$ cat src/rtl/lcd_seg_pkg.sv
`timescale 1ns/1ps
package lcd_seg_pkg;
  localparam int unsigned LCD_NUM_BP = 4;
  localparam int unsigned LCD_BP_W   = 2;

  typedef logic [LCD_BP_W-1:0] bp_idx_t;

  // Last active backplane index selected by the duty field (0 behaves as 1).
  function automatic bp_idx_t duty_last(input logic [1:0] sel);
    return (sel == 2'd0) ? bp_idx_t'(1) : bp_idx_t'(sel);
  endfunction
endpackage

$ cat src/rtl/lcd_seg_plane.sv
`timescale 1ns/1ps
module lcd_seg_plane #(
  parameter int NUM_FP = 41,
  parameter int ADDR_W = 5
) (
  input  logic                  clk,
  input  logic                  rst_n,
  input  logic                  wr_en,
  input  logic [ADDR_W-1:0]     wr_addr,
  input  logic [7:0]            wr_data,
  input  logic [ADDR_W-1:0]     rd_addr,
  output logic [7:0]            rd_byte,
  output logic [NUM_FP*4-1:0]   segs
);
  logic [NUM_FP*4-1:0] seg_q, seg_d;

  // Next state: each frontplane nibble loads from its half of the write byte.
  always_comb begin
    seg_d = seg_q;
    for (int f = 0; f < NUM_FP; f++) begin
      if (wr_addr == ADDR_W'(f / 2)) begin
        seg_d[4*f +: 4] = wr_data[4*(f % 2) +: 4];
      end
    end
  end

  always_ff @(posedge clk or negedge rst_n) begin
    if (!rst_n) begin
      seg_q <= '0;
    end else if (wr_en) begin
      seg_q <= seg_d;
    end
  end

  // Read byte: unmapped nibbles and addresses return zero.
  always_comb begin
    rd_byte = '0;
    for (int f = 0; f < NUM_FP; f++) begin
      if (rd_addr == ADDR_W'(f / 2)) begin
        rd_byte[4*(f % 2) +: 4] = seg_q[4*f +: 4];
      end
    end
  end

  assign segs = seg_q;
endmodule

$ cat src/rtl/lcd_bp_seq.sv
`timescale 1ns/1ps
module lcd_bp_seq
  import lcd_seg_pkg::*;
(
  input  logic       clk,
  input  logic       rst_n,
  input  logic       enable,
  input  logic       frame_tick,
  input  logic [1:0] duty_sel,
  output bp_idx_t    bp_idx,
  output bp_idx_t    last_idx
);
  bp_idx_t bp_q, bp_d, last_q, last_d;
  logic    upd;

  always_comb begin
    bp_d   = bp_q;
    last_d = last_q;
    upd    = 1'b0;
    if (!enable) begin
      bp_d   = '0;
      last_d = duty_last(duty_sel);
      upd    = 1'b1;
    end else if (frame_tick) begin
      upd = 1'b1;
      if (bp_q >= last_q) begin
        bp_d   = '0;
        last_d = duty_last(duty_sel);
      end else begin
        bp_d = bp_q + bp_idx_t'(1);
      end
    end
  end

  always_ff @(posedge clk or negedge rst_n) begin
    if (!rst_n) begin
      bp_q   <= '0;
      last_q <= bp_idx_t'(LCD_NUM_BP - 1);
    end else if (upd) begin
      bp_q   <= bp_d;
      last_q <= last_d;
    end
  end

  assign bp_idx   = bp_q;
  assign last_idx = last_q;
endmodule

$ cat src/rtl/lcd_blink_phase.sv
`timescale 1ns/1ps
module lcd_blink_phase (
  input  logic clk,
  input  logic rst_n,
  input  logic blink_en,
  input  logic blink_tick,
  output logic off_half
);
  logic ph_q, ph_d, upd;

  always_comb begin
    upd  = !blink_en || blink_tick;
    ph_d = blink_en ? !ph_q : 1'b0;
  end

  always_ff @(posedge clk or negedge rst_n) begin
    if (!rst_n) begin
      ph_q <= 1'b0;
    end else if (upd) begin
      ph_q <= ph_d;
    end
  end

  assign off_half = ph_q;
endmodule

$ cat src/rtl/lcd_seg_scan.sv
`timescale 1ns/1ps
module lcd_seg_scan
  import lcd_seg_pkg::*;
#(
  parameter int NUM_FP    = 41,
  parameter int ADDR_W    = 5,
  parameter bit SHARED_FP = 1'b1
) (
  input  logic              clk,
  input  logic              rst_n,
  input  logic              reg_wr,
  input  logic              reg_rd,
  input  logic [ADDR_W-1:0] reg_addr,
  input  logic [7:0]        reg_wdata,
  output logic [7:0]        reg_rdata,
  input  logic              plane_sel,
  input  logic [1:0]        duty_sel,
  input  logic              lcd_en,
  input  logic              frame_tick,
  input  logic              blink_en,
  input  logic              blink_tick,
  input  logic              blink_all,
  output logic [1:0]        bp_idx,
  output logic [NUM_FP-1:0] fp_out
);
  localparam int NUM_PLANES = 2;
  localparam int SEG_W      = NUM_FP * 4;

  logic [SEG_W-1:0] plane_segs [NUM_PLANES];
  logic [7:0]       plane_byte [NUM_PLANES];
  logic [7:0]       rdata_q, rdata_d;
  bp_idx_t          bp_cur, last_idx;
  logic             blink_off;

  // Plane 0 holds the display bits, plane 1 the blink-enable bits.
  for (genvar p = 0; p < NUM_PLANES; p++) begin : g_plane
    lcd_seg_plane #(.NUM_FP(NUM_FP), .ADDR_W(ADDR_W)) u_plane (
      .clk     (clk),
      .rst_n   (rst_n),
      .wr_en   (reg_wr && (plane_sel == 1'(p))),
      .wr_addr (reg_addr),
      .wr_data (reg_wdata),
      .rd_addr (reg_addr),
      .rd_byte (plane_byte[p]),
      .segs    (plane_segs[p])
    );
  end

  lcd_bp_seq u_seq (
    .clk        (clk),
    .rst_n      (rst_n),
    .enable     (lcd_en),
    .frame_tick (frame_tick),
    .duty_sel   (duty_sel),
    .bp_idx     (bp_cur),
    .last_idx   (last_idx)
  );

  lcd_blink_phase u_blink (
    .clk        (clk),
    .rst_n      (rst_n),
    .blink_en   (blink_en),
    .blink_tick (blink_tick),
    .off_half   (blink_off)
  );

  // Read-data register with a written-out enable.
  always_comb begin
    rdata_d = plane_sel ? plane_byte[1] : plane_byte[0];
  end

  always_ff @(posedge clk or negedge rst_n) begin
    if (!rst_n) begin
      rdata_q <= '0;
    end else if (reg_rd) begin
      rdata_q <= rdata_d;
    end
  end

  // Frontplane column for the active backplane, with blink masking.
  always_comb begin
    for (int f = 0; f < NUM_FP; f++) begin
      logic dsp, blk;
      dsp = plane_segs[0][4*f + int'(bp_cur)];
      blk = plane_segs[1][4*f + int'(bp_cur)];
      fp_out[f] = lcd_en && dsp && !(blink_off && (blk || blink_all));
    end
    if (SHARED_FP && (last_idx == bp_idx_t'(LCD_NUM_BP - 1))) begin
      fp_out[NUM_FP-1] = 1'b0;
    end
  end

  assign reg_rdata = rdata_q;
  assign bp_idx    = bp_cur;
endmodule

$ cat config.mk
export PLATFORM = sky130hd
export DESIGN_NAME = lcd_seg_scan
export DESIGN_NICKNAME = d
export VERILOG_FILES = /design/src/rtl/lcd_seg_pkg.sv /design/src/rtl/lcd_seg_plane.sv /design/src/rtl/lcd_bp_seq.sv /design/src/rtl/lcd_blink_phase.sv /design/src/rtl/lcd_seg_scan.sv
export SDC_FILE = /design/constraint.sdc
export NUM_CORES = 1
export LEC_CHECK = 0
export BUFFER_PORTS_ARGS = -buffer_cell sky130_fd_sc_hd__buf_2
export CORE_ASPECT_RATIO = 0.75
export CORE_MARGIN = 2
export CORE_UTILIZATION = 40
export DETAILED_ROUTE_END_ITERATION = 16
export GPL_ROUTABILITY_DRIVEN = 0
export PLACE_DENSITY = 0.67
export SYNTH_ARGS = -nofsm -noshare
export SYNTH_HDL_FRONTEND = slang
export SYNTH_SLANG_ARGS = --single-unit
$ cat constraint.sdc
create_clock -name clk -period 2.1 [get_ports clk]
set_input_delay 0.42 -clock clk [delete_from_list [all_inputs] [get_ports clk]]
set_output_delay 0.42 -clock clk [all_outputs]
set_load 0.1 [all_outputs]
Word-level counts from Yosys, hierarchy flattened:

Index checks and enable logic that the tools add are counted.

* memories kept: 0
* word-level logic and storage cells: 747
* output and inout bits: 51
* bits in registers: 341
* RAM bits: 0
* bits in read-only memories: 0
* latch bits: 0

* eq/ne operators: 23
* multipliers: 0
* order comparisons: 42
* add/sub/neg operators: 41
* reductions and logical operators: 256
* bitwise logic cells: 1
* divide/modulo/power cells: 0
* shift-type cells: 0
* multiplexer cells: 338

Operators with widths (count)
* binary-select mux 1 bit (select 8 bit): 80
* two-way mux 4 bit: 82
* two-way mux 1 bit: 166
* < comparator 8 x 9 -> 1 bit (second input constant): 16
* adder 7 x 2 -> 8 bit (first input constant): 16
* logical AND 1 bit: 125
* AND reduction 2 bit: 43
* adder 8 x 2 -> 9 bit (first input constant): 9
* < comparator 9 bit (second input constant): 9
* < comparator 7 x 9 -> 1 bit (second input constant): 8
* adder 6 x 2 -> 7 bit (first input constant): 8
* logical NOT 1 bit: 43
* logical OR 1 bit: 42
* == test 5 x 4 -> 1 bit (second input constant): 8
* < comparator 6 x 9 -> 1 bit (second input constant): 4
* == test 5 bit (second input constant): 5
* adder 5 x 2 -> 6 bit (first input constant): 4
* == test 5 x 3 -> 1 bit (second input constant): 4
* < comparator 5 x 9 -> 1 bit (second input constant): 2
* two-way mux 2 bit: 7
* adder 4 x 2 -> 5 bit (first input constant): 2
* == test 5 x 2 -> 1 bit (second input constant): 2
* < comparator 2 x 9 -> 1 bit (second input constant): 1
* < comparator 4 x 9 -> 1 bit (second input constant): 1
* 12 further kinds: 14

Logic depth before layout (Yosys ltp):

Gate-level depths: netlist (run 1).

* word-level depth: 23
* mapped depth: 11
* gate-level depth less buffers: 7

Hierarchy:

A second synthesis (run 1) with hierarchy kept.

* cells, all modules: 1725
* area total of the unflattened synthesis: 19831.5 um^2

Modules (own cells, without submodules)
* lcd_seg_plane: area each 8225.4 um^2, instances 2, cells an instance 686
* lcd_seg_scan: area each 3089.2 um^2, instances 1, cells an instance 327
* lcd_bp_seq: area each 251.5 um^2, instances 1, cells an instance 23
* lcd_blink_phase: area each 40.0 um^2, instances 1, cells an instance 3

Least setup slack after synthesis (run 1):

No wires, ideal clock.

* path type: register to output
* from: register u_seq.bp_q[0], in the netlist u_seq.bp_idx[0]
* to: output port fp_out[10]
* data required time: 1.680 ns
* path buffers: 2
* cell stages (with the launch flop): 6
* slack: -1.442 ns
* arrival: 3.122 ns
* cell sequence: dfrtp_1 -> clkbuf_1 -> buf_1 -> mux4_2 -> o21ai_0 -> and3_1

* word-level cells in the longest chain between the ends: 8
* elaborated cells on any way between the ends: 12
* classes of those cells: add/sub (1); mux (6); reduce/logical (5)

RTL lines
* from (decl): line lcd_bp_seq.sv:13 `bp_idx_t bp_q, bp_d, last_q, last_d;`
* from (signal assigned): line lcd_bp_seq.sv:40 `bp_q <= bp_d;`
* adder 6 x 2 -> 7 bit (*): line lcd_seg_scan.sv:84, lcd_seg_scan.sv:85
* binary-select mux 1 bit (select 8 bit): line lcd_seg_scan.sv:85 `blk = plane_segs[1][4*f + int'(bp_cur)];`
* two-way mux 1 bit (implied by the code) (2 in series): line lcd_seg_scan.sv:85
* logical OR 1 bit: line lcd_seg_scan.sv:86 `fp_out[f] = lcd_en && dsp && !(blink_off && (blk || blink_all));`
* logical AND 1 bit: line lcd_seg_scan.sv:86
* logical NOT 1 bit: line lcd_seg_scan.sv:86
* logical AND 1 bit (*): line lcd_seg_scan.sv:86
* to (decl): line lcd_seg_scan.sv:24 `output logic [NUM_FP-1:0] fp_out`

Mark *: on every way between the ends. The rest lies on a longest branch, timed or not. The select of a mux whose other input is x is not followed.

Final worst setup path (run 1):

* from: register u_seq.bp_q[0], in the netlist u_seq.bp_idx[0]
* to: output port fp_out[36]

* word-level cells in the longest chain between the ends: 8
* elaborated cells on any way between the ends: 12
* classes of those cells: add/sub (1); mux (6); reduce/logical (5)

RTL lines (line)
* adder 8 x 2 -> 9 bit (*): lcd_seg_scan.sv:84, lcd_seg_scan.sv:85
* binary-select mux 1 bit (select 8 bit): lcd_seg_scan.sv:85
* two-way mux 1 bit (implied by the code) (2 in series): lcd_seg_scan.sv:85
* logical OR 1 bit: lcd_seg_scan.sv:86
* logical AND 1 bit: lcd_seg_scan.sv:86
* logical NOT 1 bit: lcd_seg_scan.sv:86
* logical AND 1 bit (*): lcd_seg_scan.sv:86

Marks and branches as above.

==> results of run 1 <==
cell type report:
class | count | area share
Timing Repair Buffer | 415 | 0.1651
Clock inverter | 16 | 0.01059
Multi-Input combinational cell | 1067 | 0.4081
Clock buffer | 46 | 0.04032
Antenna cell | 3 | 0.0002998
Tap cell | 639 | 0.03193
Inverter | 16 | 0.002498
Sequential cell | 341 | 0.3411
critical path, delay by kind of cell, from the launching register on:
family | cells | cell delay [ns]
buf+inv | 3 | 0.45
mux | 1 | 0.51
simple gates | 1 | 0.23
compound gates | 1 | 0.16
flops | 1 | 0.50
logic make-up after synthesis:
| family | synth area share |
|---|---|
| AO/OA/AOI/OAI | 0.1108 |
| XOR/XNOR | 0.0004605 |
| adder cells (fa/ha/maj) | 0.001315 |
| buffers and inverters | 0.03459 |
| flip-flops | 0.4487 |
| multiplexers | 0.3190 |
| AND/OR/NAND/NOR | 0.08511 |
synthesized netlist by cell type (4+ instances only):
master and instances:
a31oi_1 5, o21ai_0 87, o211ai_1 6, a32oi_1 8, o21ai_1 4, o22ai_1 26, buf_1 7, buf_4 10
o21a_1 5, mux4_2 91, nand3_1 30, o221ai_1 12, inv_1 16, nand2b_1 13, a21o_1 4, nand2_1 56
nor2_1 52, nor2_2 15, buf_2 37, and2_1 6, a221oi_1 11, nor4_1 4, nand4_1 6, a22oi_1 19
a211oi_1 18, a21oi_1 64, a2111oi_0 7, mux2_2 341, nor3_2 5, nor2b_1 16, dfrtp_1 339, nor3b_1 5
nor3_1 18, and3_1 44, clkbuf_1 77, mux2i_1 18, o2bb2ai_1 9
stage by stage:
step / power (µW) / setup TNS, ns / utilization / hold slack [ns]
3_3_place_gp: 13700 / -34.64 / 0.4964 / 0.3548
5_1_grt: 21830 / -29.72 / 0.5312 / 0.05486
6_report: 21240 / -27.93 / 0.5313 / 0.05454
4_1_cts: 21000 / -28.26 / 0.5276 / 0.04389
3_5_place_dp: 13860 / -43.86 / 0.4964 / 0.3583
2_1_floorplan: 11380 / -14.44 / - / 0.1244
worst max-delay path by stage:
stage / from / to / slack (ns) / cells past startpoint
after floorplan: u_seq.bp_idx[0]$_DFFE_PN0P_ / fp_out[22] / -0.40 / 6
after global placement: reg_addr[3] / reg_rdata[6]$_DFFE_PN0P_ / -0.63 / 8
after detailed placement: reg_addr[3] / reg_rdata[6]$_DFFE_PN0P_ / -0.71 / 8
after CTS: u_seq.bp_idx[0]$_DFFE_PN0P_ / fp_out[10] / -0.76 / 6
after global routing: u_seq.bp_idx[0]$_DFFE_PN0P_ / fp_out[4] / -0.77 / 6
final: u_seq.bp_idx[0]$_DFFE_PN0P_ / fp_out[36] / -0.73 / 6
power groups by stage:
stage / Clock [µW] / Sequential, µW / Combinational [µW]
after floorplan: 0 / 8190 / 3190
after global placement: 0 / 8440 / 5270
after detailed placement: 0 / 8490 / 5370
after CTS: 7080 / 8380 / 5540
after global routing: 7340 / 8500 / 5980
final: 7040 / 8450 / 5760
flip-flops by register name, summed over array words and instances (netlist names):
register	flops
u_seq.last_idx	2
u_blink.off_half	1
u_seq.bp_idx	2
g_plane.u_plane.segs	328
reg_rdata	8
what timing repair did:
action                                  4_1_cts  5_1_grt
pin swaps                                    18       19
gates resized for setup                      64       35
buffers inserted                              6        9
hold buffers                                  1        0
hold endpoints to repair                     34        0
endpoints found under the setup margin       48       48
gates cloned                                  1        0
metal layers:
| layer | wire, µm | global-route usage | vias up |
|---|---|---|---|
| li1 | - | - | 6626 |
| met1 | 30480 | 0.4306 | 8447 |
| met2 | 30510 | 0.4243 | 1313 |
| met3 | 10130 | 0.09062 | 261 |
| met4 | 3019 | 0.1010 | 0 |
| met5 | 0 | 0 | - |
==> out/results.tsv, run 1 <==
stage	metric	value	unit
clock_tree	clkTransAtPathRegs	0.07	ns
die	start_util	0.4036	
power_and_ir_drop	power_density	848.3	nW/µm²
placement	place_ws	-0.7074	ns
logic_synthesis	syn_area_per_cell	12.22	µm²
logic_synthesis	synth_edf_count	0	
drt	viasPerCell	6.546	
clock_tree	clock_sinks	341	
hold_path	min_from	duty_sel[1]	
hold_path	hold_path.class	input port to flip-flop	
worst_setup_path	cp_max_fo	8	
timing	rsz0062_at_grt	yes	
timing	period_share	1.348	
finish	areaGrowthSynthToFinish	31.63	%
worst_setup_path	cpPeakStageDelay	0.51	ns
worst_setup_path	crit_type	flip-flop to primary output	
worst_setup_path	r2r_setup_slack	-0.03	ns
timing	final-setup-viol-count	43	
global_route	antenna_found_initial	3	
clock_tree	clock_path_buffers	3	
finish	final_area	25040	µm²
drt	antenna_left	0	
timing	finalMaxSlewViolations	0	
worst_setup_path	r2r-end	reg_rdata[6]$_DFFE_PN0P_	
logic_synthesis	netlist_area	19020	µm²
clock_tree	worstSkewPairLatency	0.54	ns
worst_setup_path	end_kind	primary output	
logic_synthesis	yosysWarnings	0	
logic_synthesis	synthDistinctLibCells	79	
placement	dp_cells	2465	
drt	wire_per_inst	29.15	µm
drt	dr.pass1.iters	8	
finish	layout_common_cells	mux2_2, dfrtp_1, buf_4	
run	maxCapViolCount	0	
finish	seq_area	8543	µm²
timing	setup_slack	-0.7305	ns
outcome	failed_checks	setup timing	
power_and_ir_drop	seqPwrFrac	0.398	
logic_synthesis	synth_fp_nets	1584	
power_and_ir_drop	p_leak	0.01105	µW
logic_synthesis	synth_top_area_share	0.4459	
logic_synthesis	synth_seq_cells	341	
power_and_ir_drop	switching_share	0.3199	
placement	port_buffers	75	
global_route	grt_remaining_overflow	0	
timing	period_needed	2.831	ns
die	io_pins	76	
worst_setup_path	crit_required	1.68	ns
die	die-area	49340	µm²
worst_setup_path	crit_top_cell	buf_12	
logic_synthesis	synth-seq-area-share	0.4487	
power_and_ir_drop	clockPowerShare	0.331	
worst_setup_path	r2r_start	g_plane[0].u_plane.segs[134]$_DFFE_PN0P_	
clock_tree	h-tree-depth	2	
finish	layout_commonest_cell	mux2_2	
power_and_ir_drop	power.internal	14450	µW
timing	tightest_slew	0.7435	ns
outcome	status	complete, but fails checks	
timing	fmax	353.3	MHz
power_and_ir_drop	peakVddDrop	529.1	µV
finish	final_cells	2543	
timing	relSlewSlack	0.5005	
finish	drive_gt1_frac	0.5413	
logic_synthesis	synth_top_flop_cell	dfrtp_1	
hold_path	holdPathEnd	u_seq.last_idx[0]$_DFFE_PN1P_	
die	core-area	47140	µm²
global_route	grt_pass1_wl	110000	µm
worst_setup_path	ff2ff_path_depth	7	
drt	post-route-drc-count	0	
die	die_width	255.8	µm
finish	nets	1904	
placement	dp_hpwl	54140	µm
timing	skew	0.01069	ns
clock_tree	cts_inserted_buffers	36	
hold_path	holdPathStages	2	
timing	hold_viol_final	0	
finish	multi_input_area	10220	µm²
logic_synthesis	syn_inst	1557	
worst_setup_path	setup.worst_path.start_class	flip-flop	
power_and_ir_drop	power.switching	6797	µW
drt	first_iter_violations	2470	
logic_synthesis	synthTopCellsByArea	dfrtp_1, mux2_2, mux4_2	
clock_tree	cts-root-buf	clkbuf_16	
worst_setup_path	crit_chain	buf_6 -> buf_12 -> mux4_2 -> o21ai_2 -> and3_4 -> buf_12	
global_route	grt_max_degree	78	
die	die_y	192.9	µm
drt	drt_wl_total	74140	µm
power_and_ir_drop	p_comb_frac	0.271	
die	rows	69	
finish	nFillCells	3933	
clock_tree	cts_tree	done	
global_route	first_global_vias	16312	
logic_synthesis	synth_top_area_cell	dfrtp_1	
logic_synthesis	async_reset_ff_frac	1.000	
worst_setup_path	crit_arrival	2.41	ns
worst_setup_path	worst_path_max_delay_cell	mux4_2	
drt	vias	16647	
placement	place_area	23400	µm²
global_route	groute.usage.overall	0.2982	
(Power assumes the default switching activity.)
==> run 2: changes to the inputs <==
--- a/config.mk
+++ b/config.mk
@@ -5,7 +5,7 @@
 export SDC_FILE = /design/constraint.sdc
 export NUM_CORES = 1
 export LEC_CHECK = 0
-export BUFFER_PORTS_ARGS = -buffer_cell sky130_fd_sc_hd__buf_2
+export BUFFER_PORTS_ARGS = -buffer_cell sky130_fd_sc_hd__buf_4
 export CORE_ASPECT_RATIO = 0.75
 export CORE_MARGIN = 2
 export CORE_UTILIZATION = 40
==> run 2 against run 1 <==
Compared with the run above:
- the run still ends with setup timing left
- register-to-register slack about the same
- first-iteration DRC count decreased by 5.5%
- setup slack got worse by 0.086 ns
- die area unchanged
- clock power decreased by 8.1%
- sequential share of layout area decreased by 0.13 points
- total power decreased by 1.9%
- via count about the same
- count of clock-buffer cells in the layout increased by 9
- final cell count increased by 1.7%
- routed wire length increased by 1.9%
- combinational power increased by 4.0%
- largest cell class unchanged
==> out/results.tsv, run 2 (synthesized netlist as in run 1, its figures left out) <==
stage	metric	value	unit
power_and_ir_drop	power.switching	6791	µW
die	rows	69	
clock_tree	clock_sinks	341	
timing	final-setup-viol-count	44	
power_and_ir_drop	peakVddDrop	457.8	µV
die	io_pins	76	
drt	antenna_left	0	
run	maxCapViolCount	0	
finish	layout_common_cells	buf_4, mux2_2, dfrtp_1	
global_route	grt_pass1_wl	110500	µm
global_route	first_global_vias	16511	
power_and_ir_drop	p_leak	0.01118	µW
outcome	status	complete, but fails checks	
die	start_util	0.4036	
drt	top_layer	met5	
clock_tree	clock_path_buffers	3	
worst_setup_path	r2r-end	u_seq.bp_idx[0]$_DFFE_PN0P_	
drt	post-route-drc-count	0	
power_and_ir_drop	power_density	829.0	nW/µm²
worst_setup_path	setup.worst_path.start_class	flip-flop	
worst_setup_path	ff2ff_path_depth	10	
power_and_ir_drop	switching_share	0.3258	
timing	period_share	1.389	
finish	seq_area	8543	µm²
worst_setup_path	crit_required	1.68	ns
finish	final_util	0.5333	
global_route	grt_remaining_overflow	0	
timing	period_needed	2.916	ns
worst_setup_path	r2r_setup_slack	-0.04	ns
timing	relSlewSlack	0.5190	
hold_path	holdPathEnd	u_seq.last_idx[0]$_DFFE_PN1P_	
worst_setup_path	r2r_start	u_seq.bp_idx[0]$_DFFE_PN0P_	
drt	vias	16650	
finish	multi_input_area	10140	µm²
power_and_ir_drop	seqPwrFrac	0.402	
power_and_ir_drop	p_comb_frac	0.287	
drt	viasPerCell	6.441	
timing	tightest_slew	0.7033	ns
clock_tree	cts-root-buf	clkbuf_16	
worst_setup_path	startpoint	u_seq.bp_idx[0]$_DFFE_PN0P_	
hold_path	holdPathStages	2	
global_route	antenna_found_initial	2	
drt	dr.pass1.iters	6	
drt	first_iter_violations	2334	
finish	n_antenna_cell	0	
drt	drt_wl_total	75540	µm
worst_setup_path	end_kind	primary output	
placement	place_ws	-0.4736	ns
hold_path	min_from	duty_sel[1]	
power_and_ir_drop	clockPowerShare	0.311	
timing	setup_slack	-0.8160	ns
global_route	grt_max_degree	91	
timing	hold_viol_final	0	
global_route	groute.usage.overall	0.3038	
die	die-area	49340	µm²
power_and_ir_drop	power.total	20840	µW
finish	areaGrowthSynthToFinish	32.13	%
timing	finalMaxSlewViolations	0	
power_and_ir_drop	power.internal	14050	µW
outcome	failed_checks	setup timing	
placement	port_buffers	75	
finish	nets	1949	
finish	nFillCells	3960	
worst_setup_path	crit_arrival	2.50	ns
clock_tree	worstSkewPairLatency	0.54	ns
timing	rsz0062_at_grt	yes	
finish	layout_commonest_cell	buf_4	
timing	fmax	342.9	MHz
worst_setup_path	cp_max_fo	6	
drt	wl_met1	30500	µm
worst_setup_path	crit_type	flip-flop to primary output	
die	die_width	255.8	µm
placement	dp_hpwl	53640	µm
timing	skew	0.01756	ns
drt	routed-wl-met2	31260	µm
clock_tree	h-tree-depth	2	
clock_tree	clkTransAtPathRegs	0.06	ns
hold_path	hold_path.class	input port to flip-flop	
clock_tree	cts_tree	done	
drt	wl_met3	10720	µm
clock_tree	cts_inserted_buffers	37	
die	die_y	192.9	µm
finish	drive_gt1_frac	0.5391	
drt	wire_per_inst	29.22	µm
die	core-area	47140	µm²
finish	largest_reg_flops	328	
-- run 2: cell types whose count changed in the layout (fill, tap and decap cells not counted), moves of 2 or more --
cell,previous run,this run
o21ai_1,17,22
buf_2,29,0
clkinv_4,2,0
a2111oi_1,0,2
buf_12,82,69
o21ai_0,46,55
clkbuf_1,4,11
bufinv_16,7,2
buf_4,292,375
o21ai_2,27,14
clkbuf_8,5,7
buf_16,0,3
diode_2,3,0
a2111oi_2,5,3
-- run 2: worst max-delay path by stage --
stage,endpoint,depth (start not counted)
floorplan,fp_out[22],6
CTS,fp_out[29],7
global route,fp_out[40],9
global placement,reg_rdata[6]$_DFFE_PN0P_,10
finish,fp_out[5],6
detailed placement,reg_rdata[6]$_DFFE_PN0P_,7
-- run 2: repair_timing --
action                                 in CTS  in global routing
endpoints found under the hold margin      25                  0
pin swaps                                   8                 13
setup endpoints to repair                  44                 47
hold buffers                                1                  0
gates resized for setup                   160                 39
cloned                                      4                  0
setup buffers                               7                  3
-- run 2: critical path, stage by stage (launching register included) --
cell and delay, ns:
dfrtp_4 0.53, buf_8 0.17, buf_16 0.15, mux4_2 0.58, o21ai_1 0.14, and3_4 0.20
buf_12 0.17
-- run 2: power by group through the flow --
| stage | registers, µW | logic, µW | clock network (µW) |
|---|---|---|---|
| final | 8380 | 5990 | 6470 |
| after CTS | 8310 | 5820 | 6490 |
| after global routing | 8430 | 6210 | 6780 |
| after global placement | 8370 | 5200 | 0 |
| after detailed placement | 8410 | 5290 | 0 |
| after floorplan | 8190 | 3190 | 0 |
-- run 2: per-stage QoR --
step / hold slack (ns) / TNS (ns) / cell area (µm²) / instances
2_1_floorplan: 0.1244 / -14.44 / 19310 / 1557
3_3_place_gp: 0.2968 / -42.81 / 23080 / 2510
3_5_place_dp: 0.2991 / -46.83 / 23080 / 2510
4_1_cts: 0.03807 / -30.76 / 25030 / 2585
5_1_grt: 0.05500 / -32.56 / 25140 / 2585
6_report: 0.03983 / -30.76 / 25140 / 2585
-- run 2: cell type report --
type / count / share of cell area
Timing Repair Buffer: 459 / 0.1764
Tap cell: 639 / 0.03181
Inverter: 16 / 0.002489
Clock inverter: 8 / 0.003584
Multi-Input combinational cell: 1067 / 0.4035
Clock buffer: 55 / 0.04231
Sequential cell: 341 / 0.3399
-- run 2: routing by layer --
metal  track usage  vias up
li1              -     6709
met1        0.4195     8453
met2        0.4331     1240
met3        0.1182      246
met4        0.1075        2
met5             0        -
==> run 3: changes to the inputs <==
--- a/config.mk
+++ b/config.mk
@@ -5,13 +5,14 @@
 export SDC_FILE = /design/constraint.sdc
 export NUM_CORES = 1
 export LEC_CHECK = 0
+export ABC_AREA = 1
 export BUFFER_PORTS_ARGS = -buffer_cell sky130_fd_sc_hd__buf_4
 export CORE_ASPECT_RATIO = 0.75
 export CORE_MARGIN = 2
 export CORE_UTILIZATION = 40
 export DETAILED_ROUTE_END_ITERATION = 16
 export GPL_ROUTABILITY_DRIVEN = 0
-export PLACE_DENSITY = 0.67
+export PLACE_DENSITY = 0.65
 export SYNTH_ARGS = -nofsm -noshare
 export SYNTH_HDL_FRONTEND = slang
 export SYNTH_SLANG_ARGS = --single-unit
==> constraint.sdc (replaced) <==
create_clock -name clk -period 2.7 [get_ports clk]
set_input_delay 0.54 -clock clk [delete_from_list [all_inputs] [get_ports clk]]
set_output_delay 0.54 -clock clk [all_outputs]
set_load 0.1 [all_outputs]
==> run 3 against run 2 <==
Compared with the run above:
- worst hold slack improved by 0.14 ns
- global-route usage fell by 0.79 points
- sequential share of layout area rose by 4.3 points
- core utilization fell by 2.2 points
- critical path depth rose by 1
- via count rose by 9.9%
- the run still ends with setup timing left
- synthesized cell count rose by 56%
- final area fell by 11%
- largest cell class unchanged
- critical path type unchanged
==> out/results.tsv, run 3 <==
stage	metric	value	unit
hold_path	holdPathStages	2	
drt	wire_per_inst	22.20	µm
outcome	failed_checks	setup timing	
timing	fmax	313.9	MHz
timing	relSlewSlack	0.5154	
finish	nets	2527	
clock_tree	cts_inserted_buffers	37	
timing	hold_viol_final	0	
placement	place_ws	-0.2137	ns
worst_setup_path	cp_max_fo	12	
power_and_ir_drop	peakVddDrop	534.0	µV
logic_synthesis	synth-seq-area-share	0.4787	
global_route	groute.usage.overall	0.2959	
logic_synthesis	synth_top_area_share	0.4758	
die	io_pins	76	
die	core-area	43680	µm²
clock_tree	h-tree-depth	2	
logic_synthesis	syn_inst	2424	
power_and_ir_drop	power.internal	12030	µW
logic_synthesis	synth_seq_cells	341	
drt	viasPerCell	5.887	
worst_setup_path	crit_required	2.16	ns
worst_setup_path	crit_arrival	2.65	ns
timing	rsz0062_at_grt	yes	
timing	skew	0.02008	ns
logic_synthesis	synthDistinctLibCells	36	
worst_setup_path	setup.worst_path.start_class	flip-flop	
timing	finalMaxSlewViolations	0	
clock_tree	cts-root-buf	clkbuf_16	
die	rows	66	
worst_setup_path	ff2ff_path_depth	11	
finish	layout_commonest_cell	nand2_1	
clock_tree	clock_sinks	341	
timing	setup_slack	-0.4857	ns
logic_synthesis	synth.most_common_cell	nand2_1	
finish	areaGrowthSynthToFinish	25.21	%
drt	antenna_left	0	
global_route	grt_remaining_overflow	0	
logic_synthesis	synth_top_flop_cell	dfrtp_1	
finish	layout_common_cells	nand2_1, o21ai_0, dfrtp_1	
global_route	first_global_vias	16736	
drt	first_iter_violations	2563	
outcome	status	complete, but fails checks	
drt	vias	18291	
logic_synthesis	ys_top_cells_by_count	nand2_1, o21ai_0, dfrtp_1, nor2_1, inv_1	
worst_setup_path	crit_type	flip-flop to primary output	
logic_synthesis	yosysWarnings	0	
logic_synthesis	netlist_area	17830	µm²
power_and_ir_drop	power_density	931.9	nW/µm²
finish	largest_reg_flops	328	
global_route	antenna_found_initial	0	
die	die_y	186.8	µm
power_and_ir_drop	p_comb_frac	0.422	
logic_synthesis	synth_edf_count	0	
clock_tree	worstSkewPairLatency	0.55	ns
timing	tightest_slew	0.7269	ns
die	die-area	46300	µm²
timing	period_needed	3.186	ns
finish	final_cells	3107	
logic_synthesis	synth_fp_nets	2451	
placement	dp_hpwl	45560	µm
timing	period_share	1.180	
logic_synthesis	synthTopCellsByArea	dfrtp_1, nand2_1, o21ai_0	
power_and_ir_drop	p_leak	0.009630	µW
hold_path	hold_path.class	input port to flip-flop	
logic_synthesis	syn_area_per_cell	7.356	µm²
die	start_util	0.4082	
die	die_width	247.8	µm
logic_synthesis	async_reset_ff_frac	1.000	
logic_synthesis	synth_top_area_cell	dfrtp_1	
timing	tns	-12.93	ns
power_and_ir_drop	clockPowerShare	0.265	
clock_tree	clock_path_buffers	3	
timing	holdWs	0.1795	ns
timing	final-setup-viol-count	41	
finish	drive_gt1_frac	0.1487	
global_route	grt_max_degree	82	
drt	post-route-drc-count	0	
placement	port_buffers	75	
clock_tree	clkTransAtPathRegs	0.07	ns
clock_tree	cts_tree	done	
run	maxCapViolCount	0	
drt	drt_wl_total	68970	µm
global_route	grt_pass1_wl	104700	µm
drt	dr.pass1.iters	6	
finish	n_antenna_cell	0	
power_and_ir_drop	power.switching	8775	µW
placement	dp_cells	3026	
worst_setup_path	end_kind	primary output	
power_and_ir_drop	switching_share	0.4218	
power_and_ir_drop	seqPwrFrac	0.314	
## run 3: cell type report
| cell class | count | area, µm² |
|---|---|---|
| fillers | 4094 | 21360 |
| flip-flops and latches | 341 | 8547 |
| clock buffers | 55 | 1136 |
| multi-input cells | 1762 | 8838 |
| clock inverters | 13 | 181.4 |
| repair buffers | 201 | 2273 |
| inverters | 156 | 614.3 |
| well taps | 578 | 723.2 |
| repair inverters | 1 | 11.26 |
## run 3: kinds of logic (layout without fill, tap and decap cells)
family	Yosys count	in the layout	synth area share
XOR/XNOR	1	1	0.0004913
adder cells (fa/ha/maj)	2	2	0.001403
flip-flops	341	341	0.4787
buffers and inverters	321	426	0.06898
AO/OA/AOI/OAI	702	702	0.2086
AND/OR/NAND/NOR	1057	1057	0.2418
## run 3: critical path, stage by stage (launching register included)
cell       delay (ns)
dfrtp_4          0.52
inv_8            0.12
buf_12           0.16
a21oi_1          0.08
o21ai_2          0.05
o211ai_1         0.26
a2111oi_4        0.59
buf_6            0.29
## run 3: stage by stage
stage / utilization / total power, µW / cell area [µm²]
after global placement: 0.4619 / 13780 / 20180
after floorplan: - / 11710 / 18660
after global routing: 0.5111 / 21570 / 22330
after detailed placement: 0.4619 / 13920 / 20180
after CTS: 0.5071 / 20290 / 22150
final: 0.5111 / 20810 / 22330
## run 3: final timing paths
path / from / slack, ns / end
max: u_seq.bp_idx[0]$_DFFE_PN0P_ / -0.49 / fp_out[19]
min reg2reg: g_plane[0].u_plane.segs[102]$_DFFE_PN0P_ / 0.49 / g_plane[0].u_plane.segs[102]$_DFFE_PN0P_
max reg2reg: g_plane[0].u_plane.segs[38]$_DFFE_PN0P_ / 0.45 / reg_rdata[6]$_DFFE_PN0P_
min in group asynchronous: rst_n / 0.57 / g_plane[1].u_plane.segs[40]$_DFFE_PN0P_
max in group asynchronous: rst_n / 1.30 / g_plane[0].u_plane.segs[94]$_DFFE_PN0P_
min: blink_tick / 0.18 / u_blink.off_half$_DFFE_PN0P_
## run 3: power by group through the flow
stage	combinational (µW)	sequential (µW)	clock, µW
floorplan	5250	6460	0
finish	8770	6530	5510
global placement	7250	6530	0
detailed placement	7370	6550	0
CTS	8250	6470	5570
global route	9230	6590	5750
## run 3: per-layer routing
metal,vias up,track usage,routed length (µm)
li1,8187,-,-
met3,176,0.07346,8690
met4,0,0.09811,2693
met2,1229,0.3905,27110
met5,-,0,0
met1,8699,0.4640,30480
## run 3: repair_timing
item                                   in CTS  in global routing
setup endpoints to repair                  41                 41
pin swaps                                  12                 16
setup buffers                               2                  5
cloned                                      3                  3
endpoints found under the hold margin      58                  0
hold buffers                                1                  0
resized for setup                         139                 34
